--- config.mk ---
export PLATFORM = sky130hd
export DESIGN_NAME = tag_queue
export DESIGN_NICKNAME = d
export VERILOG_FILES = /design/src/rtl/txn_order_pkg.sv /design/src/rtl/tag_queue.sv
export SDC_FILE = /design/constraint.sdc
export NUM_CORES = 1
export LEC_CHECK = 0
export BUFFER_PORTS_ARGS = -buffer_cell sky130_fd_sc_hd__buf_2
export CORE_ASPECT_RATIO = 0.6
export CORE_MARGIN = 10
export CORE_UTILIZATION = 56
export DETAILED_ROUTE_END_ITERATION = 8
export MAX_ROUTING_LAYER = met4
export PLACE_DENSITY = 0.87
export SLEW_MARGIN = 20
export SYNTH_ARGS = -nofsm -noshare
export SYNTH_HDL_FRONTEND = slang
export SYNTH_SLANG_ARGS = --single-unit
--- constraint.sdc ---
create_clock -name clk -period 3.7 [get_ports clk]
set_clock_uncertainty 0.05 [all_clocks]
set_input_delay 0 -clock clk [delete_from_list [all_inputs] [get_ports clk]]
set_output_delay 0 -clock clk [all_outputs]
set_load 0.01 [all_outputs]
--- src/rtl/txn_order_pkg.sv ---
package txn_order_pkg;
  typedef enum logic {
    TAG_WRITE    = 1'b0,
    TAG_DOORBELL = 1'b1
  } tag_e;
endpackage

--- src/rtl/tag_queue.sv ---
module tag_queue
  import txn_order_pkg::*;
#(
  parameter int DEPTH = 40
) (
  input  logic             clk,
  input  logic             rst,
  input  logic             wr_ev,
  input  logic             db_ev,
  output logic [DEPTH-1:0] tags_o,
  output logic             full_o,
  output logic             ovf_o
);
  localparam int CW = $clog2(DEPTH + 1);

  logic [CW-1:0]    cnt;
  logic [DEPTH-1:0] mem;
  logic [1:0]       n_ev;
  logic [1:0]       take;
  logic [CW:0]      room;
  logic [CW:0]      n_ev_w;
  logic [CW:0]      nxt1;
  tag_e             first_tag;
  logic             spill;

  always_comb begin
    n_ev      = {1'b0, wr_ev} + {1'b0, db_ev};
    n_ev_w    = (CW+1)'(n_ev);
    room      = (CW+1)'(DEPTH) - {1'b0, cnt};
    spill     = n_ev_w > room;
    take      = spill ? room[1:0] : n_ev;
    nxt1      = {1'b0, cnt} + (CW+1)'(1);
    first_tag = wr_ev ? TAG_WRITE : TAG_DOORBELL;
  end

  // Fill count and sticky overflow flag
  always_ff @(posedge clk) begin
    if (rst) begin
      cnt   <= '0;
      ovf_o <= 1'b0;
    end else begin
      cnt <= cnt + CW'(take);
      if (spill) ovf_o <= 1'b1;
    end
  end

  // Tag storage: no reset, every slot is written before it is compared
  always_ff @(posedge clk) begin
    for (int i = 0; i < DEPTH; i++) begin
      if (n_ev != 2'd0 && {1'b0, cnt} == (CW+1)'(i))
        mem[i] <= first_tag;
      else if (n_ev == 2'd2 && nxt1 == (CW+1)'(i))
        mem[i] <= TAG_DOORBELL;
    end
  end

  assign tags_o = mem;
  assign full_o = (cnt == CW'(DEPTH));

  p_count_bound_r7: assert property (@(posedge clk) disable iff (rst)
    cnt <= CW'(DEPTH));
  p_ovf_sticky_r8: assert property (@(posedge clk) disable iff (rst)
    ovf_o |=> ovf_o);
  p_full_holds_r2: assert property (@(posedge clk) disable iff (rst)
    full_o |=> full_o);
  p_ovf_only_when_full_r7: assert property (@(posedge clk) disable iff (rst)
    $rose(ovf_o) |-> full_o);
endmodule

==> reports/metrics.yaml <==
sta:
  finalCritPeriodShare: 0.914
  rsz0062_at_grt: "no"
  hold_viol: 0
  fin_ws_ns: 0.320
  slew-limit-headroom: 0.167
  fin_crit_ns: 3.38
  setup_viol: 0
  fmax_mhz: 296
  fin_setup_tns_ns: 0
  tightest_slew_ns: 1.24
  drv_slew: 0
synthesis:
  synthSimpleGateAreaFrac: 0.227
  synth_commonest_cells: "41 x o22ai_1, 40 x edfxtp_1, 34 x nand2_1"
  synth_xor_area_frac: 0.0132
  yosys.cell_types.count: 45
  synthMuxAreaShare: 0.0122
  seq_area_frac_synth: 0.504
  post-synth-top-count-cell: "o22ai_1"
  ys.flop_type: "edfxtp_1"
  synth_nets: 270
  synth_top_family_by_area: "simple AND/OR/NAND/NOR gates"
  synth_adder_area_share: 0.0640
  yosys.area.top_type_share: 0.452
  ys_warn_count: 0
  syn_inst: 253
  avgSynthCellArea_um2: 10.5
  synth-edff-count: 40
  synthesis.area_mm2: 0.00266
  synthTopCellsByArea: "edfxtp_1 45%, o22ai_1 9.6%, nand3_1 6.0%"
  yosysTopAreaCell: "edfxtp_1"
  synth_compound_area_frac: 0.144
  ys_ff_latch: 47
  async_flop_share: 0
global_routing:
  grt_pass1_vias: 2173
  grt_use_total: 0.192
  antenna_found_initial: 0
  grt_pass1_wl_mm: 11.7
  grt_max_degree: 21
  grt.overflow.total: 0
placed_design:
  place_inst: 349
  place_congestion: 1.01
  placed_cell_area_mm2: 0.00291
  portBuffers: 45
  pre_cts_slack_ns: 0.368
  dp_hpwl_mm: 5.28
worst_setup_path:
  cp.arrival_ns: 3.54
  critPathRequiredTime_ns: 3.86
  crit_path_end_kind: "flop"
  slowest_stage: "ha_1"
  critPathKind: "reg -> reg"
  crit_fanout: 16
  worst_path_most_repeated_cell: "ha_1"
  start_kind: "flop"
  cp_top_family: "adder cells"
  critPathMaxStageDelay_ns: 0.55
  worstPathCellList: "inv_1 -> ha_1 -> o21ai_0 -> mux2_2 -> o22ai_1 -> o2111a_1 -> mux2_1 -> ha_1 -> a21o_1 -> nand3_1 -> xor2_1 -> nor2_1"
  cp_num_buf_inv: 1
power:
  power_frac_seq: 0.483
  combPwrFrac: 0.195
  swShare: 0.303
  p_per_area_mw_per_mm2: 408
  peakVddDrop_mv: 0.266
  power_mw: 1.24
  leakagePower_nw: 1.20
  p_switching_uw: 374
  pwr-share-clk: 0.323
  internal_power_uw: 863
drt:
  first_pass_iters: 5
  wirelength_mm: 7.38
  drt-initial-drc-count: 343
  via_count: 2291
  ant_nets: 0
  remaining_drc_errors: 0
  wl_per_cell_um: 20.6
  via_per_inst: 6.40
floorplan:
  rows: 19
  die_width_um: 109
  die_h_um: 73.4
  floorplan.initialDensity: 0.579
  ioPinCount: 46
  core-area_mm2: 0.00459
  dieArea_mm2: 0.00799
layout:
  drive_above_1_share: 0.247
  final_area_mm2: 0.00303
  diodes: 0
  area_delta_synth_final_pct: 14.1
  final_nets: 311
  finalNonFillerCells: 358
outcome:
  status: "complete, no violations"
clock_network:
  numCtsBuffers: 5
  clockBufferDepth: 2
  post_cts_buffers: 0
  root_buffer: "clkbuf_8"
  htree_levels: 2
  clk_pin_slew_ns: 0.10
  clock_latency_ns: 0.30
  cts_resized: 0
  cts_tree: "done"
  cts.hold.buffers_added: 1
  clock-sinks: 47
hold_path:
  hp-class: "in -> reg"
job:
  drv_cap: 0
## power groups by stage
stage	clock, mW	combinational, mW	sequential (mW)
finish	0.400	0.241	0.597
detailed placement	0	0.230	0.610
global placement	0	0.225	0.607
CTS	0.393	0.232	0.597
global route	0.418	0.259	0.600
floorplan	0	0.166	0.608
## cells in the final DEF (no fill, tap or decap), types with 3 or more instances in the layout
master,n
xor2_1,3
and2_1,3
clkbuf_8,5
buf_2,45
inv_1,6
edfxtp_1,40
nand2_1,34
ha_1,12
nor2_1,9
o22ai_1,41
nand3_1,32
nand2b_1,6
nor2b_1,7
nand3_2,4
dfxtp_1,7
## cells by family after synthesis
logic type	count (synthesis)
buf+inv	20
compound gates	55
xor+xnor	4
flops	47
mux	3
simple gates	111
fa+ha+maj	13
## sequential cells by signal, summed over array words and instances (netlist names)
register / count
cnt: 6
tags_o: 40
ovf_o: 1
## tightest hold or removal path, cell delays in order
cell,delay (ns)
buf_2,0.12
inv_1,0.16
or3_1,0.15
## worst paths after layout
check	slack (ns)	startpoint	endpoint	depth (start not counted)
max	0.32	cnt[1]	cnt[5]	12
min	0.17	wr_ev	tags_o[31]	3
max reg2reg	0.32	cnt[1]	cnt[5]	12
min reg2reg	0.44	ovf_o	ovf_o	1
## layer usage
metal	wire length, µm	vias up	global-route usage
met3	1090	13	0.0638
met5	0	-	-
met1	3180	1043	0.273
met2	3010	202	0.248
li1	-	1033	-
met4	97	0	0.0553
## stage by stage
stage               hold slack (ns)   util
finish                        0.175  0.661
global route                  0.177  0.661
CTS                           0.165  0.661
detailed placement            0.217  0.634
global placement              0.210  0.634
floorplan                    0.0216      -
## final cells by class
class,instances,area [µm²]
Fill cell,360,1560
Timing Repair Buffer,48,250
Multi-Input combinational cell,186,1220
Clock buffer,5,68.8
Clock inverter,3,46.3
Tap cell,63,78.8
Inverter,6,22.5
Sequential cell,47,1340
Power figures use the tool's default switching activity.
